--- config.mk ---
export PLATFORM = sky130hd
export DESIGN_NAME = cdiv_bank
export DESIGN_NICKNAME = d
export VERILOG_FILES = /design/src/rtl/cdiv_pkg.sv /design/src/rtl/cdiv_channel.sv /design/src/rtl/cdiv_half.sv /design/src/rtl/cdiv_regs.sv /design/src/rtl/cdiv_bank.sv
export SDC_FILE = /design/constraint.sdc
export NUM_CORES = 1
export LEC_CHECK = 0
export CELL_PAD_IN_SITES_DETAIL_PLACEMENT = 0
export CELL_PAD_IN_SITES_GLOBAL_PLACEMENT = 1
export CORE_MARGIN = 8
export CORE_UTILIZATION = 40
export DETAILED_ROUTE_END_ITERATION = 10
export HOLD_SLACK_MARGIN = 0.06
export PLACE_DENSITY = 0.8
export SYNTH_ARGS = -nofsm -noshare
export SYNTH_HDL_FRONTEND = slang
export SYNTH_SLANG_ARGS = --single-unit
--- constraint.sdc ---
create_clock -name clk_ref -period 2.8 [get_ports clk_ref]
set_clock_uncertainty 0.15 [all_clocks]
set_input_delay 0.28 -clock clk_ref [delete_from_list [all_inputs] [get_ports clk_ref]]
set_output_delay 0.28 -clock clk_ref [all_outputs]
set_load 0.01 [all_outputs]
--- src/rtl/cdiv_pkg.sv ---
package cdiv_pkg;
  localparam int RATIO_W    = 6;
  localparam int FIELD_W    = 8;
  localparam int EN_BASE    = 24;
  localparam int RELOAD_BIT = 8;
  localparam int ERR_BIT    = 31;
  localparam logic [3:0] CTRL_ADDR  = 4'h0;
  localparam logic [3:0] RATIO_ADDR = 4'h8;

  typedef logic [RATIO_W-1:0] ratio_t;

  localparam ratio_t RESET_RATIO = ratio_t'(8);

  function automatic logic ratio_ok(input ratio_t r);
    return (r == ratio_t'(4)) || (r == ratio_t'(5)) ||
           (r == ratio_t'(6)) || (r == ratio_t'(8));
  endfunction

  function automatic logic [31:0] ratio_word_reset(input int n);
    logic [31:0] w;
    w = '0;
    for (int i = 0; i < n; i++) w[i*FIELD_W +: RATIO_W] = RESET_RATIO;
    return w;
  endfunction
endpackage

--- src/rtl/cdiv_channel.sv ---
module cdiv_channel
  import cdiv_pkg::*;
(
  input  logic   clk_ref,
  input  logic   rst_n,
  input  logic   en,
  input  ratio_t pend,
  output logic   div_out
);
  ratio_t app_q;
  ratio_t cnt_q;
  ratio_t cnt_nxt;
  ratio_t high_len;
  logic   wrap;

  assign high_len = app_q >> 1;
  assign wrap     = (cnt_q == app_q - ratio_t'(1));
  assign cnt_nxt  = cnt_q + ratio_t'(1);

  // The counter only wraps at the end of a full period; the pending ratio
  // is adopted only there, so no phase is ever cut short.
  always_ff @(posedge clk_ref) begin
    if (!rst_n) begin
      app_q   <= RESET_RATIO;
      cnt_q   <= RESET_RATIO - ratio_t'(1);
      div_out <= 1'b0;
    end else if (!en) begin
      app_q   <= pend;
      cnt_q   <= pend - ratio_t'(1);
      div_out <= 1'b0;
    end else if (wrap) begin
      app_q   <= pend;
      cnt_q   <= '0;
      div_out <= 1'b1;
    end else begin
      cnt_q   <= cnt_nxt;
      div_out <= (cnt_nxt < high_len);
    end
  end
endmodule

--- src/rtl/cdiv_half.sv ---
module cdiv_half (
  input  logic clk_ref,
  input  logic rst_n,
  input  logic en,
  input  logic src,
  output logic half_out
);
  logic src_d;

  always_ff @(posedge clk_ref) begin
    if (!rst_n) begin
      src_d    <= 1'b0;
      half_out <= 1'b0;
    end else begin
      src_d <= src;
      if (!en) half_out <= 1'b0;
      else if (src && !src_d) half_out <= ~half_out;
    end
  end
endmodule

--- src/rtl/cdiv_regs.sv ---
module cdiv_regs
  import cdiv_pkg::*;
#(
  parameter int NUM_DIV = 2
) (
  input  logic                       clk_ref,
  input  logic                       rst_n,
  input  logic                       wr,
  input  logic [3:0]                 addr,
  input  logic [31:0]                wdata,
  output logic [31:0]                rdata,
  output logic [NUM_DIV-1:0]         en,
  output ratio_t [NUM_DIV-1:0]       pend,
  output logic                       err
);
  localparam logic [31:0] EN_MASK   = ((32'd1 << NUM_DIV) - 32'd1) << EN_BASE;
  localparam logic [31:0] CTRL_MASK = EN_MASK | 32'h0000_01FF;
  localparam logic [31:0] RATIO_RST = ratio_word_reset(NUM_DIV);

  logic [31:0]        ctrl_q;
  logic [31:0]        ratio_q;
  logic               rld_d;
  logic               reload_pulse;
  logic               ctrl_wr;
  logic               ratio_wr;
  logic [NUM_DIV-1:0] legal;
  logic [NUM_DIV-1:0] take;
  logic [NUM_DIV-1:0] bad;

  assign ctrl_wr      = wr && (addr == CTRL_ADDR);
  assign ratio_wr     = wr && (addr == RATIO_ADDR);
  assign reload_pulse = ctrl_q[RELOAD_BIT] && !rld_d;
  assign en           = ctrl_q[EN_BASE +: NUM_DIV];

  for (genvar i = 0; i < NUM_DIV; i++) begin : g_field
    assign legal[i] = ratio_ok(ratio_q[i*FIELD_W +: RATIO_W]);
    assign take[i]  = reload_pulse && ctrl_q[i] && legal[i];
    assign bad[i]   = reload_pulse && ctrl_q[i] && !legal[i];
  end

  always_ff @(posedge clk_ref) begin
    if (!rst_n) begin
      ctrl_q  <= EN_MASK;
      ratio_q <= RATIO_RST;
      rld_d   <= 1'b0;
    end else begin
      if (ctrl_wr)  ctrl_q  <= wdata & CTRL_MASK;
      if (ratio_wr) ratio_q <= wdata;
      rld_d <= ctrl_q[RELOAD_BIT];
    end
  end

  always_ff @(posedge clk_ref) begin
    if (!rst_n) begin
      for (int i = 0; i < NUM_DIV; i++) pend[i] <= RESET_RATIO;
    end else begin
      for (int i = 0; i < NUM_DIV; i++)
        if (take[i]) pend[i] <= ratio_q[i*FIELD_W +: RATIO_W];
    end
  end

  // Sticky error: a new illegal reload wins over a simultaneous clear.
  always_ff @(posedge clk_ref) begin
    if (!rst_n) err <= 1'b0;
    else if (|bad) err <= 1'b1;
    else if (ctrl_wr && wdata[ERR_BIT]) err <= 1'b0;
  end

  always_comb begin
    case (addr)
      CTRL_ADDR:  rdata = ctrl_q | ({31'd0, err} << ERR_BIT);
      RATIO_ADDR: rdata = ratio_q;
      default:    rdata = '0;
    endcase
  end
endmodule

--- src/rtl/cdiv_bank.sv ---
module cdiv_bank
  import cdiv_pkg::*;
#(
  parameter int NUM_DIV  = 2,
  parameter int HALF_SRC = 1
) (
  input  logic               clk_ref,
  input  logic               rst_n,
  input  logic               reg_wr,
  input  logic [3:0]         reg_addr,
  input  logic [31:0]        reg_wdata,
  output logic [31:0]        reg_rdata,
  output logic [NUM_DIV-1:0] div_clk,
  output logic               half_clk,
  output logic               ratio_err
);
  logic [NUM_DIV-1:0]   en_w;
  ratio_t [NUM_DIV-1:0] pend_w;

  cdiv_regs #(.NUM_DIV(NUM_DIV)) u_regs (
    .clk_ref (clk_ref),
    .rst_n   (rst_n),
    .wr      (reg_wr),
    .addr    (reg_addr),
    .wdata   (reg_wdata),
    .rdata   (reg_rdata),
    .en      (en_w),
    .pend    (pend_w),
    .err     (ratio_err)
  );

  for (genvar i = 0; i < NUM_DIV; i++) begin : g_div
    cdiv_channel u_chan (
      .clk_ref (clk_ref),
      .rst_n   (rst_n),
      .en      (en_w[i]),
      .pend    (pend_w[i]),
      .div_out (div_clk[i])
    );
  end

  cdiv_half u_half (
    .clk_ref  (clk_ref),
    .rst_n    (rst_n),
    .en       (en_w[HALF_SRC]),
    .src      (div_clk[HALF_SRC]),
    .half_out (half_clk)
  );
endmodule

## Word-level counts from Yosys, hierarchy flattened

Cells that the tools add are included.

| storage, ports and cells | value |
|---|---|
| bits of input ports | 39 |
| output and inout port bits | 36 |
| logic and storage cells | 76 |
| register bits | 85 |

| cells by class | value |
|---|---|
| multiplexer cells | 13 |
| bitwise operators | 2 |
| $add $sub $neg | 6 |
| equality and inequality tests | 13 |
| reductions and logical operators | 26 |
| magnitude comparators | 2 |

Operators with widths:

| kind | count |
|---|---|
| $pmux W32 S2 | 1 |
| $mux W6 | 8 |
| $eq A6 B3 Y1 const B | 6 |
| $or A26 B32 Y32 | 1 |
| $sub A6 B1 Y6 const B | 4 |
| $add A6 B1 Y6 const B | 2 |
| $eq A6 B4 Y1 const B | 2 |
| $eq A6 B6 Y1 | 2 |
| $lt A6 B5 Y1 | 2 |
| $logic_and A1 B1 Y1 | 11 |
| $logic_or A1 B1 Y1 | 6 |
| $eq A4 B4 Y1 const B | 1 |
| $logic_not A1 Y1 | 4 |
| $logic_not A4 Y1 | 1 |
| $mux W1 | 4 |
| $ne A2 B1 Y1 const B | 2 |
| $reduce_and A2 Y1 | 2 |
| $reduce_bool A2 Y1 | 1 |
| $reduce_or A2 Y1 | 1 |
| $not A1 Y1 | 1 |

## Depth between registers and ports, before layout

| logic depth | value |
|---|---|
| depth after elaboration | 8 |
| mapped depth | 8 |
| gate-level depth less buffers | 8 |

## Modules after synthesis

Synthesis repeated with hierarchy kept, for this count alone.

| unflattened totals | value |
|---|---|
| cells, all modules | 522 |
| area, all modules | 4623.2 um2 |

Modules (own cells, without submodules):

| module | seq. area each (um2) | cells each | area an instance (um2) | instances |
|---|---|---|---|---|
| cdiv_regs | 1141.1 | 282 | 2577.5 | 1 |
| cdiv_channel | 260.2 | 117 | 984.7 | 2 |
| cdiv_half | 40.0 | 6 | 76.3 | 1 |

## Worst setup path after synthesis

Ideal clock, no wire load.

| timing path | value |
|---|---|
| path kind | register to register |
| start point | register g_div[1].u_chan.app_q[0] |
| end point | register g_div[1].u_chan.cnt_q[4] |
| path buffers | 0 |
| library setup time | 0.117 ns |
| setup slack | 0.707 ns |
| data required time | 2.533 ns |
| clock period less this slack | 2.093 ns |
| cell stages (with the launch flop) | 8 |
| arrival time | 1.825 ns |
| cells stage by stage | dfxtp_1 inv_1 ha_1 and2_1 o21a_1 o31ai_1 a21oi_2 a32o_1 |

| on the way | value |
|---|---|
| word-level cells in the longest chain between the ends | 4 |

RTL lines:

| item | line | RTL |
|---|---|---|
| start: declaration | cdiv_channel.sv:10 | `ratio_t app_q;` |
| start signal: assignment | cdiv_channel.sv:28 | `app_q <= pend;` |
| start signal: assignment | cdiv_channel.sv:32 | `app_q <= pend;` |
| $sub A6 B1 Y6 | cdiv_channel.sv:17 | `assign wrap = (cnt_q == app_q - ratio_t'(1));` |
| $eq A6 B6 Y1 | cdiv_channel.sv:17 |  |
| $mux W6 | cdiv_channel.sv:31 | `end else if (wrap) begin` |
| $mux W6 | cdiv_channel.sv:27 | `end else if (!en) begin` |
| end signal: assignment | cdiv_channel.sv:25 | `cnt_q <= RESET_RATIO - ratio_t'(1);` |
| end signal: assignment | cdiv_channel.sv:29 | `cnt_q <= pend - ratio_t'(1);` |
| end signal: assignment | cdiv_channel.sv:36 | `cnt_q <= cnt_nxt;` |
| end: declaration | cdiv_channel.sv:11 | `ratio_t cnt_q;` |

Every way passes these cells.
A chain may end at the register's enable or synchronous reset.

## Final worst setup path

| timing path | value |
|---|---|
| start point | input reg_addr[1] |
| end point | output reg_rdata[25] |

| on the way | value |
|---|---|
| word-level cells in the longest chain between the ends | 2 |

RTL lines:

| item | line | RTL |
|---|---|---|
| start: declaration | cdiv_bank.sv:10 | `input logic [3:0] reg_addr,` |
| $eq A4 B4 Y1 or $logic_not A4 Y1 (tied branches) | cdiv_regs.sv:70 | `case (addr)` |
| $pmux W32 S2 (*) | cdiv_regs.sv:70 |  |
| end: declaration | cdiv_bank.sv:12 | `output logic [31:0] reg_rdata,` |

Every way passes the cells marked *; elsewhere a longest branch is shown, timed or not.

==> run summary <==
Yosys warning count: 0
Yosys top cell area share: 0.394
Synth cell types: 47
Hold bufs inserted after CTS: 0
DRC Markers: 0
Cell Rows: 38
Leakage power: 2.06 nW
Nets@finish: 628
EDFF count, synth: 0
Measured slew at the worst slew-check pin: 0.641 ns
IO Port Bufs: 74
Most frequent cells in the layout: 124 x nand2_1, 85 x dfxtp_1, 73 x clkdlybuf4s50_1
Die Y: 120 um
RSZ-0062 raised after global routing: false
Hold crit path type: input port to flop
Syn Nets: 563
Max clock buf depth: 2
CP endpoint kind: output port
Postcts setup bufs: 0
Final Util: 0.506
Hpwl dp: 7620 um
CP max FO: 34
GRT Residual Overflow: 0
Tmin final: 2.51 ns
Critical Path RT: 2.37 ns
Peak supply drop: 252 uV
# IOs: 75
Core area: 0.0107 mm2
CTS resizes: 0
Share of layout cells above drive strength 1: 0.0603
Crit path DAT: 2.08 ns
Clock slew at reported path FFs: 0.08 ns
Syn Std Cell Area: 0.00432 mm2
Synth area leader: dfxtp_1
Synth Flop Type: dfxtp_1
Skew-Pair Late Insertion Delay: 0.35 ns
CTS Buf Count: 9
Clock Tree Root: clkbuf_8
First-pass GRT wire length: 17500 um
CTS tree: yes
Mapped Cells: 510
CP startpoint kind: input port
Slew headroom: 0.572
Status: completed
Vias: 3579
Vias in the first global route: 3628
Largest cells by area after synthesis: dfxtp_1 39%, nand2_1 11%, a21boi_0 6.6%
Wire per inst: 14.4 um
TritonRoute pass-1 iters: 4
# H-tree levels: 3
Crit share post-route: 0.898
Initial antenna violation count: 0
Seq/Total Area, Yosys: 0.394
Placer Congestion: 0.816
DRT antenna net count: 0
ANT cells: 0
Syn avg cell area: 8.46 um2
Vias/cell: 4.97
Largest net degree at the start of global routing: 40
Setup violations, final: 0
Layout overhead on the synthesized area: 25.4%
Die width: 120 um
Final wirelength: 10400 um
Die Area: 0.0144 mm2
Ys async rst share: 0
Initial core utilization: 0.403
Initial drt markers: 120
GRT Overall Usage: 0.147
Max Cap Viol: 0
Commonest non-fill, non-tap cell in the layout: nand2_1
Final hold violation count: 0
Setup TNS: 0 ns
Crit Path Class: input port to output port
Synthesis-stage register bit count: 85
CTS sink count: 85
Fmax: 398 MHz
PD cells: 598 mW/mm2
Slew Limit Fails: 0
[sequential cells by signal (all words and copies together), names as in the netlist]
signal,cells
g_div.u_chan.cnt_q,12
u_regs.pend,12
u_regs.err,1
u_regs.ratio_q,32
u_regs.ctrl_q,11
g_div.u_chan.app_q,12
u_half.half_out,1
u_half.src_d,1
g_div.u_chan.div_out,2
u_regs.rld_d,1
[synth_stat cells (all sizes together), types with 2 or more instances]
library cell  number
o211ai             3
a211o              2
xnor2             18
a22o              12
o211a              3
ha                14
and3b              2
and2              29
nand2            124
a211oi             2
and3               7
nor2              13
nor3               6
a32o               2
o221ai             4
clkbuf            23
dfxtp             85
a21oi             10
mux2i             19
buf                5
xor2              12
nor4b              2
a21boi            42
o21ai              7
o21a               6
nor4               3
o31ai              3
nor2b              8
nand3             12
inv               21
nand2b             2
[routing by layer]
metal  track usage  up-vias  wire length, um
met5             0        -                0
met4        0.0625        0              157
met3        0.0550       14              861
met2         0.232       82             4570
met1         0.176     1636             4790
li1              -     1847                -
[where the power goes]
| group | internal (W) | switching [W] |
|---|---|---|
| sequential | 0.00130 | 0.000103 |
| clock | 0.000463 | 0.000424 |
| combinational | 0.000486 | 0.000461 |
[area by class of cell]
cell class	count	area, um2
clock inverters	3	43.8
inverters	21	78.8
repair buffers	82	833
multi-input cells	376	2420
flip-flops and latches	85	1700
clock buffers	13	159
well taps	140	175
fillers	1048	5290
[metrics by stage]
| stage | hold slack, ns | cell area [um2] | instances | total power (W) | setup WS [ns] |
|---|---|---|---|---|---|
| finish | 0.260 | 5410 | 720 | 0.00323 | 0.286 |
| global route | 0.275 | 5410 | 720 | 0.00344 | 0.207 |
| CTS | 0.247 | 5410 | 720 | 0.00327 | 0.276 |
| detailed placement | 0.298 | 5210 | 704 | 0.00238 | 0.287 |
| global placement | 0.292 | 5210 | 704 | 0.00236 | 0.303 |
| floorplan | 0.254 | 4320 | 510 | 0.00212 | 0.707 |
[critical path, cell delays in order]
cell and delay, ns:
clkdlybuf4s50_1 0.47, nor4b_4 0.35, buf_12 0.22, a22o_1 0.20, clkdlybuf4s50_1 0.55
[worst paths after layout]
check / from / end / slack [ns] / depth (start not counted)
min: rst_n / g_div[1].u_chan.cnt_q[2] / 0.26 / 2
max reg2reg: g_div[1].u_chan.app_q[1] / g_div[1].u_chan.cnt_q[4] / 0.42 / 7
min reg2reg: u_regs.ratio_q[25] / u_regs.ratio_q[25] / 0.31 / 2
max: reg_addr[1] / reg_rdata[25] / 0.29 / 5
[kinds of logic after synthesis]
kind of cell / Yosys count / synth area share
xor gates and xnor gates: 30 / 0.0609
muxes: 19 / 0.0441
AOI/OAI and AO/OA: 101 / 0.181
and+or+nand+nor: 212 / 0.231
DFF: 85 / 0.394
adders and majority gates: 14 / 0.0406
buffers and inverters: 49 / 0.0481
No activity file was read; power rests on OpenSTA's default activity.
